<file path="config.mk">
export PLATFORM = sky130hd
export DESIGN_NAME = uart_xcvr
export DESIGN_NICKNAME = d
export VERILOG_FILES = /design/src/rtl/uart_xcvr_pkg.sv /design/src/rtl/uart_xcvr_ctl.sv /design/src/rtl/uart_xcvr_dp.sv /design/src/rtl/uart_xcvr.sv
export SDC_FILE = /design/constraint.sdc
export NUM_CORES = 1
export LEC_CHECK = 0
export ABC_AREA = 0
export BUFFER_PORTS_ARGS = -buffer_cell sky130_fd_sc_hd__buf_2
export CAP_MARGIN = 5
export CELL_PAD_IN_SITES_DETAIL_PLACEMENT = 0
export CELL_PAD_IN_SITES_GLOBAL_PLACEMENT = 1
export CORE_MARGIN = 1.5
export CORE_UTILIZATION = 23
export CTS_CLUSTER_SIZE = 16
export DETAILED_ROUTE_END_ITERATION = 16
export PLACE_DENSITY_LB_ADDON = 0.1
export SETUP_SLACK_MARGIN = 0.02
export SLEW_MARGIN = 0
export SYNTH_ARGS = -nofsm -noshare
export SYNTH_HDL_FRONTEND = slang
export SYNTH_SLANG_ARGS = --single-unit
</file>
<file path="constraint.sdc">
create_clock -name clk -period 2 [get_ports clk]
set_input_delay 0.2 -clock clk [delete_from_list [all_inputs] [get_ports clk]]
set_output_delay 0.2 -clock clk [all_outputs]
set_load 0.01 [all_outputs]
</file>
<file path="src/rtl/uart_xcvr_pkg.sv">
package uart_xcvr_pkg;
  localparam int CntW = 6;

  typedef enum logic [2:0] {
    RX_IDLE, RX_START, RX_DATA, RX_STOP, RX_BREAK
  } rxState_t;

  // strobes from the sequencer to the datapath
  typedef struct packed {
    logic txLoad;
    logic txShift;
    logic txActive;
    logic rxShift;
    logic rxDeliver;
    logic rxBreakSet;
    logic rxBreakClr;
  } xcvrStrobes_t;

  // last tick index inside one bit for a ratio code
  function automatic logic [CntW-1:0] lastTickOf(input logic [1:0] sel);
    case (sel)
      2'b10:   return CntW'(15);
      2'b11:   return CntW'(63);
      default: return '0;
    endcase
  endfunction
endpackage

</file>
<file path="src/rtl/uart_xcvr_ctl.sv">
module uart_xcvr_ctl
  import uart_xcvr_pkg::*;
#(
  parameter int DataBits = 8
) (
  input  logic         clk,
  input  logic         rstN,
  input  logic         serTick,
  input  logic [1:0]   ratioSel,
  input  logic         txHoldFull,
  input  logic         rxSync,
  output xcvrStrobes_t stb
);
  localparam int FrameBits = DataBits + 2;
  localparam int BitsW     = $clog2(FrameBits + 1);
  localparam int IdxW      = $clog2(DataBits);

  logic [CntW-1:0]  lastTick, halfTick;
  logic             txActive;
  logic [CntW-1:0]  txCnt;
  logic [BitsW-1:0] txBitsLeft;
  logic             txAtEnd;
  rxState_t         rxState;
  logic [CntW-1:0]  rxCnt;
  logic [IdxW-1:0]  rxBitIdx;
  logic             rxSawOne;
  logic             rxAtEnd, stopDone;

  always_comb begin
    lastTick = lastTickOf(ratioSel);
    halfTick = lastTick >> 1;
    txAtEnd  = txActive && serTick && (txCnt == lastTick);
    rxAtEnd  = serTick && (rxCnt == lastTick);
    stopDone = (rxState == RX_STOP) && rxAtEnd;
    stb.txLoad     = !txActive && txHoldFull && serTick;
    stb.txShift    = txAtEnd;
    stb.txActive   = txActive;
    stb.rxShift    = (rxState == RX_DATA) && rxAtEnd;
    stb.rxDeliver  = stopDone && (rxSync || rxSawOne);
    stb.rxBreakSet = stopDone && !rxSync && !rxSawOne;
    stb.rxBreakClr = (rxState == RX_BREAK) && serTick && rxSync;
  end

  // transmit bit sequencer
  always_ff @(posedge clk) begin
    if (!rstN) begin
      txActive   <= 1'b0;
      txCnt      <= '0;
      txBitsLeft <= '0;
    end else if (stb.txLoad) begin
      txActive   <= 1'b1;
      txCnt      <= '0;
      txBitsLeft <= BitsW'(FrameBits);
    end else if (txAtEnd) begin
      txCnt      <= '0;
      txBitsLeft <= txBitsLeft - BitsW'(1);
      if (txBitsLeft == BitsW'(1)) txActive <= 1'b0;
    end else if (txActive && serTick) begin
      txCnt <= txCnt + CntW'(1);
    end
  end

  // receive frame sequencer
  always_ff @(posedge clk) begin
    if (!rstN) begin
      rxState  <= RX_IDLE;
      rxCnt    <= '0;
      rxBitIdx <= '0;
      rxSawOne <= 1'b0;
    end else if (serTick) begin
      case (rxState)
        RX_IDLE: if (!rxSync) begin
          rxCnt    <= '0;
          rxBitIdx <= '0;
          rxSawOne <= 1'b0;
          rxState  <= (lastTick == '0) ? RX_DATA : RX_START;
        end
        RX_START: if (rxCnt == halfTick) begin
          rxCnt   <= '0;
          rxState <= rxSync ? RX_IDLE : RX_DATA;
        end else rxCnt <= rxCnt + CntW'(1);
        RX_DATA: if (rxCnt == lastTick) begin
          rxCnt    <= '0;
          rxSawOne <= rxSawOne | rxSync;
          rxBitIdx <= rxBitIdx + IdxW'(1);
          if (rxBitIdx == IdxW'(DataBits - 1)) rxState <= RX_STOP;
        end else rxCnt <= rxCnt + CntW'(1);
        RX_STOP: if (rxCnt == lastTick) begin
          rxCnt   <= '0;
          rxState <= (!rxSync && !rxSawOne) ? RX_BREAK : RX_IDLE;
        end else rxCnt <= rxCnt + CntW'(1);
        RX_BREAK: if (rxSync) rxState <= RX_IDLE;
        default: rxState <= RX_IDLE;
      endcase
    end
  end
endmodule

</file>
<file path="src/rtl/uart_xcvr_dp.sv">
module uart_xcvr_dp
  import uart_xcvr_pkg::*;
#(
  parameter int DataBits = 8
) (
  input  logic                clk,
  input  logic                rstN,
  input  logic                ctrlSel,
  input  logic                wrEn,
  input  logic                rdEn,
  input  logic [DataBits-1:0] wrData,
  input  logic                rxLine,
  input  xcvrStrobes_t        stb,
  output logic [DataBits-1:0] rdData,
  output logic                txLine,
  output logic                rxSync,
  output logic                txHoldFull,
  output logic                txReady,
  output logic                txEmpty,
  output logic                rxReady,
  output logic                overrun,
  output logic                breakDet,
  output logic [1:0]          ratioSel
);
  localparam int FrameBits = DataBits + 2;

  logic [DataBits-1:0]  txHold, rxShiftReg, rxBuf, status;
  logic [FrameBits-1:0] txShiftReg;
  logic                 rxMeta;
  logic                 dataWr, ctrlWr, dataRd;

  always_comb begin
    dataWr    = wrEn && !ctrlSel;
    ctrlWr    = wrEn && ctrlSel;
    dataRd    = rdEn && !ctrlSel;
    txReady   = !txHoldFull;
    txEmpty   = !stb.txActive;
    txLine    = stb.txActive ? txShiftReg[0] : 1'b1;
    status    = '0;
    status[0] = txReady;
    status[1] = rxReady;
    status[2] = txEmpty;
    status[3] = overrun;
    status[4] = breakDet;
    rdData    = ctrlSel ? status : rxBuf;
  end

  always_ff @(posedge clk) begin
    if (!rstN) begin
      txHold     <= '0;
      txHoldFull <= 1'b0;
      txShiftReg <= '1;
      rxShiftReg <= '0;
      rxBuf      <= '0;
      rxReady    <= 1'b0;
      overrun    <= 1'b0;
      breakDet   <= 1'b0;
      ratioSel   <= 2'b10;
      rxMeta     <= 1'b1;
      rxSync     <= 1'b1;
    end else begin
      rxMeta <= rxLine;
      rxSync <= rxMeta;
      if (ctrlWr) ratioSel <= wrData[1:0];
      if (dataWr) begin
        txHold     <= wrData;
        txHoldFull <= 1'b1;
      end else if (stb.txLoad) begin
        txHoldFull <= 1'b0;
      end
      if (stb.txLoad)       txShiftReg <= {1'b1, txHold, 1'b0};
      else if (stb.txShift) txShiftReg <= {1'b1, txShiftReg[FrameBits-1:1]};
      if (stb.rxShift) rxShiftReg <= {rxSync, rxShiftReg[DataBits-1:1]};
      if (stb.rxDeliver) begin
        rxBuf   <= rxShiftReg;
        rxReady <= 1'b1;
        overrun <= !dataRd && (overrun || rxReady);
      end else if (dataRd) begin
        rxReady <= 1'b0;
        overrun <= 1'b0;
      end
      if (stb.rxBreakSet)      breakDet <= 1'b1;
      else if (stb.rxBreakClr) breakDet <= 1'b0;
    end
  end
endmodule

</file>
<file path="src/rtl/uart_xcvr.sv">
module uart_xcvr
  import uart_xcvr_pkg::*;
#(
  parameter int DataBits = 8
) (
  input  logic                clk,
  input  logic                rstN,
  input  logic                serTick,
  input  logic                ctrlSel,
  input  logic                wrEn,
  input  logic                rdEn,
  input  logic [DataBits-1:0] wrData,
  output logic [DataBits-1:0] rdData,
  output logic                txLine,
  input  logic                rxLine,
  output logic                txReady,
  output logic                txEmpty,
  output logic                rxReady,
  output logic                overrun,
  output logic                breakDet
);
  xcvrStrobes_t stb;
  logic         rxSync, txHoldFull;
  logic [1:0]   ratioSel;

  uart_xcvr_ctl #(.DataBits(DataBits)) u_ctl (
    .clk(clk), .rstN(rstN), .serTick(serTick), .ratioSel(ratioSel),
    .txHoldFull(txHoldFull), .rxSync(rxSync), .stb(stb)
  );

  uart_xcvr_dp #(.DataBits(DataBits)) u_dp (
    .clk(clk), .rstN(rstN), .ctrlSel(ctrlSel), .wrEn(wrEn), .rdEn(rdEn),
    .wrData(wrData), .rxLine(rxLine), .stb(stb), .rdData(rdData),
    .txLine(txLine), .rxSync(rxSync), .txHoldFull(txHoldFull),
    .txReady(txReady), .txEmpty(txEmpty), .rxReady(rxReady),
    .overrun(overrun), .breakDet(breakDet), .ratioSel(ratioSel)
  );
endmodule

</file>
# Word level (Yosys, flattened, before mapping)

Index checks and enable logic that the tools add are counted.

Register bits: 65
Bits of input ports: 15
Output and inout bits: 14
Word-level logic and storage cells: 120

Add/sub/neg operators: 4
Equal/unequal tests: 17
Muxes and demuxes: 37
Bitwise logic cells: 2
Reduce and logical (&&, ||, !) cells: 41

Operators by type and width:

| operator                                       | number |
|---|---|
| 2-to-1 mux 3 bit                               | 9 |
| 2-to-1 mux 6 bit                               | 3 |
| 2-to-1 mux 9 bit                               | 2 |
| case mux 6 bit (3 select lines)                | 1 |
| logical AND 1 bit                              | 17 |
| case mux 3 bit (5 select lines)                | 1 |
| 2-to-1 mux 1 bit                               | 13 |
| adder 6 x 1 -> 6 bit (second input constant)   | 2 |
| == test 6 bit                                  | 2 |
| case mux 6 bit (2 select lines)                | 1 |
| nonzero test 2 bit                             | 6 |
| 2-to-1 mux 4 bit                               | 2 |
| 2-to-1 mux 8 bit                               | 1 |
| != test 2 bit (second input constant)          | 4 |
| AND reduction 7 bit                            | 1 |
| == test 3 x 2 -> 1 bit (second input constant) | 2 |
| == test 3 bit (second input constant)          | 2 |
| == test 6 x 5 -> 1 bit                         | 1 |
| logical NOT 1 bit                              | 6 |
| logical NOT 6 bit                              | 1 |
| case mux 3 bit (2 select lines)                | 1 |
| == test 2 bit (second input constant)          | 2 |
| == test 4 x 1 -> 1 bit (second input constant) | 1 |
| 2-to-1 mux 2 bit                               | 2 |
| other kinds (15)                               | 18 |

# Longest topological paths before layout

Gate-level depths: netlist of run 1.

Word-level depth: 8
Gate-level depth with buffers: 8
Depth with buffers taken out: 7

# Modules after synthesis

A second synthesis of run 1 with hierarchy kept.

Cell total of the unflattened synthesis: 355
Area, all modules: 3165.5 um^2

Modules (own cells, without submodules):

| module        | instances | cells each | area each (um^2) | sequential area each (um^2) |
|---|---|---|---|---|
| uart_xcvr_dp  | 1         | 169        | 1669.1           | 820.8 |
| uart_xcvr_ctl | 1         | 186        | 1496.4           | 480.5 |

# Worst setup path before layout of run 1

No wires, ideal clock.

Path kind: register to register
Start point: register u_ctl.txCnt[0]
End point: register u_dp.txShiftReg[6]
Data arrival time: 1741 ps
Slack: 129 ps
Cell stages (with the launch flop): 8
Path buffers: 1
Period minus slack after synthesis: 1871 ps
Cell sequence: dfxtp_1 or4_4 o22ai_4 nand2_4 buf_6 mux2_1 nor2_1 o21ai_1

Word-level cells in the longest chain between the ends: 3

Ends and longest elaborated chain:

| item                         | line                | RTL |
|---|---|---|
| from (decl)                  | uart_xcvr_ctl.sv:20 | `logic [CntW-1:0] txCnt;` |
| from (signal assigned)       | uart_xcvr_ctl.sv:59 | `txCnt <= txCnt + CntW'(1);` |
| == test 6 bit                | uart_xcvr_ctl.sv:32 | `txAtEnd = txActive && serTick && (txCnt == lastTick);` |
| logical AND 1 bit            | uart_xcvr_ctl.sv:32 |  |
| nonzero test 2 bit (no line) | --                  |  |
| to (signal assigned)         | uart_xcvr_dp.sv:71  | `if (stb.txLoad) txShiftReg <= {1'b1, txHold, 1'b0};` |
| to (signal assigned)         | uart_xcvr_dp.sv:72  | `else if (stb.txShift) txShiftReg <= {1'b1, txShiftReg[FrameBits-1:1]};` |
| to (decl)                    | uart_xcvr_dp.sv:28  | `logic [FrameBits-1:0] txShiftReg;` |

No other way between the ends.
A chain may end at the register's enable or synchronous reset.

# Final worst setup path of run 1

Start point: register u_ctl.txCnt[1]
End point: register u_dp.txShiftReg[4]

Same word-level chain as after synthesis.

==> metrics.log, run 1 <==
INFO  metric outcome = finished, final reports clean
INFO  metric overflow = 0
INFO  metric design.die.area = 13730 um2
INFO  metric grt_pass1_wl = 12.94 mm
INFO  metric first_global_vias = 2476
INFO  metric vias = ~2600
INFO  metric worstSetupStartpoint = u_ctl.txCnt[1]
INFO  metric post-route-cell-area = ~3900 um2
INFO  metric placed_cells = 561
INFO  metric avgRoutedWirePerCell = ~13 um
INFO  metric postPlaceCellArea = around 3500 um2
INFO  metric yosysTopAreaCellShare = 43.39%
INFO  metric critPathCaptureType = flip-flop
INFO  metric antennaDiodeCount = 0
INFO  metric routed_wirelength = 7.737 mm
INFO  metric mostFrequentLayoutCell = sky130_fd_sc_hd__dfxtp_1
INFO  metric synth_async_sr_flop_share = 0%
INFO  metric regToRegStartpoint = u_ctl.txCnt[1]
INFO  metric final-instance-count-excl-fill = 581
INFO  metric place_worst_setup_slack = 42.75 ps
INFO  metric worstSetupStartpointType = flip-flop
INFO  metric worst-endpoint-required = 2200 ps
INFO  metric hold_viol = 0
INFO  metric grt_max_degree = 33
INFO  metric crit_path_max_fanout = 6
INFO  metric cp-endpoint = u_dp.txShiftReg[4]
INFO  metric layout_setup_ws = 116.3 ps
INFO  metric post_synth_fa_ha_maj_area_fraction = 2.503%
INFO  metric timing_worst_setup_path_type = flip-flop to flip-flop
INFO  metric filler_cell_count = between 1000 and 1500
INFO  metric cts_root_buf = sky130_fd_sc_hd__clkbuf_16
INFO  metric cts-root-to-sink-buffers = 2
INFO  metric power_frac_clock = about 53%
INFO  metric detail_route.first_pass.iterations = 6
INFO  metric die_w = 117.2 um
INFO  metric top_level_ports = 29
INFO  metric crit_path_top_delay_cell = sky130_fd_sc_hd__or4_4
INFO  metric fp.dieH = 117.2 um
INFO  metric yosys.area_share.simple = approximately 26%
INFO  metric ir_drop = 0.0004764 V
INFO  metric timing.critical_path.cells = or4_4, o22ai_4, nand2_4, mux2_2, nor2_1, o21ai_0
INFO  metric netSwitchingPower = 0.0007349 W
INFO  metric p_int = 0.002610 W
INFO  metric core = roughly 13000 um2
INFO  metric postSynth.topFlopCell = sky130_fd_sc_hd__dfxtp_1
INFO  metric area.growth.synth_to_final = 28.99%
INFO  metric area.sequential = about 1300 um2
INFO  metric max_freq = 530.9 MHz
INFO  metric groute.usage.overall = 12.48%
INFO  metric clock_tree_from_tritoncts = yes
INFO  metric post_layout_power = 0.003344 W
INFO  metric r2r_end = u_dp.txShiftReg[4]
INFO  metric switching_part_of_the_total_power = a little over a fifth
INFO  metric gate_count_of_the_mapped_netlist = 359
INFO  metric drtAntennaViolNets = 0
INFO  metric final_stage_net_count = 426
INFO  metric pwr_density_cell = 864.5 nW/um2
INFO  metric post_cts_hold_buffer_count = 0
INFO  metric critical_path_s_largest_stage_delay = 530 ps
INFO  metric detail_route.drc_violations = 0
INFO  metric dr.first_iter.drc_count = approximately 100
INFO  metric synth_cell_type_count = 48
INFO  metric worst_clock_skew = between 4 and 5 ps
INFO  metric synth_xor_area_share = approximately 3%
INFO  metric max_cap_violations = 0
INFO  metric hpwlAfterDp = roughly 5.3 mm
INFO  metric start_util = 23.67%
INFO  metric tightestPinTransition = about 600 ps
INFO  metric p_comb_share = under 10%
INFO  metric netlist_area = 2999 um2
INFO  metric unrepaired_setup_endpoints_after_global_routing = true
INFO  metric rows = roughly 40
INFO  metric post-synth-top-area-cell = sky130_fd_sc_hd__dfxtp_1
INFO  metric layout_common_cells = 64 x sky130_fd_sc_hd__dfxtp_1, 55 x sky130_fd_sc_hd__nand2_1, 45 x sky130_fd_sc_hd__nor2_1, 36 x sky130_fd_sc_hd__a21oi_1, 28 x sky130_fd_sc_hd__buf_2
INFO  metric synth_edf_count = 0
INFO  metric fin_crit = 1884 ps
INFO  metric drt-vias-per-instance = roughly 4.4
INFO  metric gp_congestion = 0.7171
INFO  metric tritoncts_buffer_count = 9
INFO  metric setup_viol_count_final = 0
INFO  metric avgSynthCellArea = 8.354 um2
INFO  metric worst_r2r_path_depth = 6
INFO  metric maxSlewHeadroom = about three fifths
INFO  metric clk-insertion-delay-late = around 330 ps
INFO  metric yosysWarningCount = 0
INFO  metric report.final.slew_viol_count = 0
INFO  metric synth.ff_latch_count = 65
INFO  metric dominant_combinational_cell_family_by_area_after_synthesis = simple AND/OR/NAND/NOR gates
INFO  metric synthesized_nets = 380
INFO  metric synth.top_cells.by_area = sky130_fd_sc_hd__dfxtp_1 43%, sky130_fd_sc_hd__nand2_1 6.9%, sky130_fd_sc_hd__a21oi_1 6.0%, sky130_fd_sc_hd__nor2_1 5.6%, sky130_fd_sc_hd__mux2i_1 3.7%
INFO  metric path_clk_slew = 50 ps
INFO  metric reg2reg_slack = 120 ps
INFO  metric synth_compound_area_share = between 10% and 20%
INFO  metric htree_depth = 3
INFO  metric cts_sink_count = 65
INFO  metric power.share.sequential = 40.4%
INFO  metric period_utilisation_layout = around 94%
INFO  metric hold_path_class = input pin to flip-flop
INFO  metric synth.area.mux_share = 7.426%
INFO  metric number_of_antenna_violations_at_the_first_check_in_global_routing = 0
INFO  metric worst_ep_arrival_time = 2090 ps
INFO  metric share_of_cells_above_drive_strength_1 = 21.27%
INFO  metric multi_input_comb_area = about 1600 um2
INFO  metric seq_area_frac_synth = around 43%
INFO  metric leakage_power_total = about 1.5 nW
INFO  metric port_buffers = 28
-- per-layer routing --
| metal | global-route usage, % | share of wire (%) |
|---|---|---|
| met5 | 0 | 0 |
| met4 | 3.855 | 0.98 |
| met3 | 4.943 | 3.9 |
| met2 | 18.68 | 45 |
| met1 | 16.50 | 50 |
-- through the flow --
stage | TNS, ps | hold slack [ps] | utilization [%]
after floorplan | 0 | 301.5 | -
after global placement | 0 | 383.1 | 27.39
after detailed placement | 0 | 384.8 | 27.39
after CTS | 0 | 28.99 | 30.00
after global routing | -0.2363 | 45.81 | 30.53
final | 0 | 45.12 | 30.53
-- cell families (layout without fill, tap and decap cells) --
| kind of cell | count (synthesis) | after routing |
|---|---|---|
| adder cells (fa/ha/maj) | 6 | 6 |
| flip-flops | 65 | 65 |
| XOR/XNOR | 10 | 10 |
| multiplexers | 21 | 21 |
| AND/OR/NAND/NOR | 157 | 158 |
| buffers and inverters | 31 | 80 |
| AO/OA/AOI/OAI | 69 | 69 |
-- how the worst min path moves through the flow --
stage                     startpoint          end  depth (start not counted)
final                         rxLine  u_dp.rxMeta                          2
after global routing          rxLine  u_dp.rxMeta                          2
after CTS                     rxLine  u_dp.rxMeta                          2
after detailed placement      rxLine  u_dp.rxMeta                          2
after global placement        rxLine  u_dp.rxMeta                          2
after floorplan               rxLine  u_dp.rxMeta                          1
-- worst max-delay path, delay by kind of cell, from the launching register on --
kind               cells  cell delay (ps)
AOI/OAI and AO/OA      2              370
and+or+nand+nor        3              750
DFF                    1              350
muxes                  1              300
-- power by group through the flow --
stage / sequential, W / clock (W) / combinational, W
2_1_floorplan: 0.00137 / 0 / 0.000148
3_3_place_gp: 0.00138 / 0 / 0.000237
3_5_place_dp: 0.00138 / 0 / 0.000234
4_1_cts: 0.00135 / 0.00182 / 0.000236
5_1_grt: 0.00135 / 0.00188 / 0.000269
6_report: 0.00135 / 0.00176 / 0.000239
-- cell type report --
type / instances / area share, %
inverter: 10 / 0.9702
sequential: 65 / 33.67
clock inverter: 2 / 1.552
multi-input combinational: 264 / 41.43
clock buffer: 13 / 6.986
timing repair buffer: 55 / 9.832
tap: 172 / 5.563
-- cells in the mapped netlist (2+ instances only) --
master,instances
sky130_fd_sc_hd__dfxtp_1,65
sky130_fd_sc_hd__nand2_1,55
sky130_fd_sc_hd__nor2_1,45
sky130_fd_sc_hd__a21oi_1,36
sky130_fd_sc_hd__o21ai_0,18
sky130_fd_sc_hd__clkbuf_1,15
sky130_fd_sc_hd__nand3_1,14
sky130_fd_sc_hd__mux2i_1,11
sky130_fd_sc_hd__inv_1,10
sky130_fd_sc_hd__mux2_2,8
sky130_fd_sc_hd__nand2b_1,8
sky130_fd_sc_hd__ha_1,6
sky130_fd_sc_hd__and3_1,5
sky130_fd_sc_hd__nand4_1,5
sky130_fd_sc_hd__xnor2_1,5
sky130_fd_sc_hd__xor2_1,5
sky130_fd_sc_hd__nor2b_1,4
sky130_fd_sc_hd__nor4_1,4
sky130_fd_sc_hd__buf_2,3
sky130_fd_sc_hd__nor3_1,3
sky130_fd_sc_hd__a32o_1,2
sky130_fd_sc_hd__and4b_1,2
sky130_fd_sc_hd__mux2_1,2
sky130_fd_sc_hd__nor4_4,2
sky130_fd_sc_hd__o21ai_1,2
sky130_fd_sc_hd__o41ai_1,2
-- what timing repair did --
item | 4_1_cts | 5_1_grt
setup endpoints to repair | 0 | 26
resized for setup | 0 | 4
buffers inserted | 0 | 4
-- state kept, by name, summed over array words and instances, names as in the netlist --
name,count
u_ctl.rxCnt,6
u_ctl.rxBitIdx,3
u_dp.overrun,1
u_dp.ratioSel,2
u_dp.rxBuf,8
u_dp.breakDet,1
u_dp.rxMeta,1
u_ctl.rxSawOne,1
u_dp.rxSync,1
u_ctl.txBitsLeft,4
u_dp.rxShiftReg,8
u_dp.txHoldFull,1
u_dp.txShiftReg,9
u_dp.txHold,8
u_ctl.txCnt,6
u_ctl.rxState,3
u_ctl.txActive,1
u_dp.rxReady,1
No activity file was read; power rests on OpenSTA's default activity.
==> run 2, diff against run 1 <==
- CTS_CLUSTER_SIZE: 16 -> 24
- RECOVER_POWER: default -> 25
- SLEW_MARGIN: 0 -> 20
==> metrics.log, run 2 (synthesized netlist as in run 1, its figures left out) <==
INFO  metric max_freq = 530.8 MHz (about the same)
INFO  metric design.die.area = 13730 um2 (unchanged)
INFO  metric critPathCaptureType = flip-flop
INFO  metric port_buffers = 28 (unchanged)
INFO  metric worst_ep_arrival_time = 2090 ps (about the same)
INFO  metric avgRoutedWirePerCell = 13.31 um (about the same)
INFO  metric worstSetupStartpointType = flip-flop
INFO  metric filler_cell_count = 1387 (+0.22%)
INFO  metric post-route-cell-area = 3859 um2 (-0.26%)
INFO  metric post_cts_hold_buffer_count = 0 (unchanged)
INFO  metric tightestPinTransition = 731.9 ps (+115.2 ps)
INFO  metric cts_root_buf = sky130_fd_sc_hd__clkbuf_16
INFO  metric p_int = 0.002609 W (about the same)
INFO  metric worst_clock_skew = 4.906 ps (-0.0001700 ps)
INFO  metric critical_path_s_largest_stage_delay = 530 ps (about the same)
INFO  metric vias = 2567 (+0.039%)
INFO  metric ir_drop = 0.0004783 V (+0.38%)
INFO  metric place_worst_setup_slack = 42.75 ps (unchanged)
INFO  metric crit_path_top_delay_cell = sky130_fd_sc_hd__or4_4
INFO  metric switching_part_of_the_total_power = 22.00% (+0.024 points)
INFO  metric mostFrequentLayoutCell = sky130_fd_sc_hd__dfxtp_1
INFO  metric outcome = finished, final reports clean
INFO  metric power_frac_clock = 52.5% (about the same)
INFO  metric clk-insertion-delay-late = 330 ps (about the same)
INFO  metric detail_route.drc_violations = 0 (unchanged)
INFO  metric htree_depth = 3 (unchanged)
INFO  metric fin_crit = 1884 ps (+0.1410 ps)
INFO  metric cts-root-to-sink-buffers = 2 (unchanged)
INFO  metric netSwitchingPower = 0.0007358 W (+0.12%)
INFO  metric fin_hold_ws = 44.64 ps (-0.4821 ps)
INFO  metric cts_sink_count = 65 (unchanged)
INFO  metric post_layout_power = 0.003345 W (about the same)
INFO  metric p_comb_share = 7.1% (about the same)
INFO  metric layout_setup_ws = 116.2 ps (-0.1410 ps)
INFO  metric detail_route.first_pass.iterations = 6 (unchanged)
INFO  metric overflow = 0 (unchanged)
INFO  metric die_w = 117.2 um (unchanged)
INFO  metric drt-vias-per-instance = 4.418 (about the same)
INFO  metric tritoncts_buffer_count = 9 (unchanged)
INFO  metric crit_path_max_fanout = 6 (unchanged)
INFO  metric drtAntennaViolNets = 0 (unchanged)
INFO  metric largest_register_ff_count = 9 (unchanged)
INFO  metric pwr_density_cell = 866.8 nW/um2 (+0.27%)
INFO  metric final_stage_net_count = 426 (unchanged)
INFO  metric first_global_vias = 2476 (unchanged)
INFO  metric core = 12670 um2 (unchanged)
INFO  metric maxSlewHeadroom = 51.21% (-7.6 points)
INFO  metric antennaDiodeCount = 0 (unchanged)
INFO  metric fp.dieH = 117.2 um (unchanged)
INFO  metric share_of_cells_above_drive_strength_1 = 19.32% (-2.0 points)
INFO  metric unrepaired_setup_endpoints_after_global_routing = true
INFO  metric regMostFlops = u_dp.txShiftReg
INFO  metric rows = 41 (unchanged)
INFO  metric worst-endpoint-required = 2200 ps (about the same)
INFO  metric number_of_antenna_violations_at_the_first_check_in_global_routing = 0 (unchanged)
INFO  metric hpwlAfterDp = 5.301 mm (unchanged)
INFO  metric layout_common_cells = 64 x sky130_fd_sc_hd__dfxtp_1, 55 x sky130_fd_sc_hd__nand2_1, 45 x sky130_fd_sc_hd__nor2_1, 36 x sky130_fd_sc_hd__a21oi_1, 24 x sky130_fd_sc_hd__buf_4
INFO  metric leakage_power_total = 1.513 nW (-2.0%)
INFO  metric hold_viol = 0 (unchanged)
INFO  metric max_cap_violations = 0 (unchanged)
INFO  metric hold_depth = 2 (unchanged)
INFO  metric grt_max_degree = 33 (unchanged)
INFO  metric path_clk_slew = 50 ps (about the same)
INFO  metric period_utilisation_layout = 94.19% (about the same)
INFO  metric setup_viol_count_final = 0 (unchanged)
INFO  metric top_level_ports = 29 (unchanged)
INFO  metric timing_worst_setup_path_type = flip-flop to flip-flop
INFO  metric grt_pass1_wl = 12.94 mm (unchanged)
INFO  metric start_util = 23.67% (unchanged)
INFO  metric postPlaceCellArea = 3471 um2 (unchanged)
INFO  metric gp_congestion = 0.7171 (unchanged)
INFO  metric power.share.sequential = 40.4% (about the same)
INFO  metric routed_wirelength = 7.735 mm (about the same)
INFO  metric worst_r2r_path_depth = 6 (unchanged)
INFO  metric dr.first_iter.drc_count = 118 (+15%)
INFO  metric tns = 0 ps (unchanged)
INFO  metric area.growth.synth_to_final = 28.66%
INFO  metric timing.critical_path.cells = or4_4, o22ai_4, nand2_4, mux2_2, nor2_1, o21ai_0
INFO  metric report.final.slew_viol_count = 0 (unchanged)
INFO  metric clock_tree_from_tritoncts = yes
INFO  metric hold_path_class = input pin to flip-flop
INFO  metric groute.usage.overall = 12.48% (unchanged)
## run 2: metrics by stage
| step | utilization (%) | std cells |
|---|---|---|
| floorplan | - | 359 |
| global placement | 27.39 | 561 |
| detailed placement | 27.39 | 561 |
| CTS | 30.00 | 576 |
| global route | 30.45 | 581 |
| finish | 30.45 | 581 |
## run 2: power by group through the flow
stage	clock network, W	logic [W]	registers (W)
after floorplan	0	0.000148	0.00137
after global placement	0	0.000237	0.00138
final	0.00176	0.000238	0.00135
after global routing	0.00188	0.000268	0.00135
after detailed placement	0	0.000234	0.00138
after CTS	0.00182	0.000236	0.00135
## run 2: repair_timing
| action | 4_1_cts | 5_1_grt |
|---|---|---|
| endpoints found under the setup margin | 0 | 26 |
| gates resized for setup | 0 | 4 |
| buffers inserted | 0 | 4 |
## run 2: layout make-up
| cell class | count | area (um2) | share of cell area (%) |
|---|---|---|---|
| tap | 172 | 215.2 | 5.577 |
| sequential | 65 | 1303 | 33.75 |
| timing repair buffer | 55 | 370.4 | 9.598 |
| clock buffer | 13 | 270.3 | 7.004 |
| multi-input combinational | 264 | 1603 | 41.54 |
| clock inverter | 2 | 60.06 | 1.556 |
| inverter | 10 | 37.54 | 0.9728 |
## run 2: worst paths after layout
kind / from / endpoint / slack (ps)
hold reg to reg: u_dp.rxMeta / u_dp.rxSync / 400
setup reg to reg: u_ctl.txCnt[1] / u_dp.txShiftReg[4] / 120
hold / removal: rxLine / u_dp.rxMeta / 40
setup / recovery: u_ctl.txCnt[1] / u_dp.txShiftReg[4] / 120
## run 2: worst max-delay path, delay by kind of cell, from the launching register on
| family | cells | cell delay, ps |
|---|---|---|
| simple gates | 3 | 750 |
| mux | 1 | 300 |
| compound gates | 2 | 370 |
| flops | 1 | 350 |
## run 2: per-layer routing
layer	up-vias	global-route usage (%)	part of all wire, %
li1	1338	-	-
met3	7	4.943	3.9
met4	0	3.855	0.98
met2	27	18.68	45
met1	1195	16.50	50
met5	-	0	0
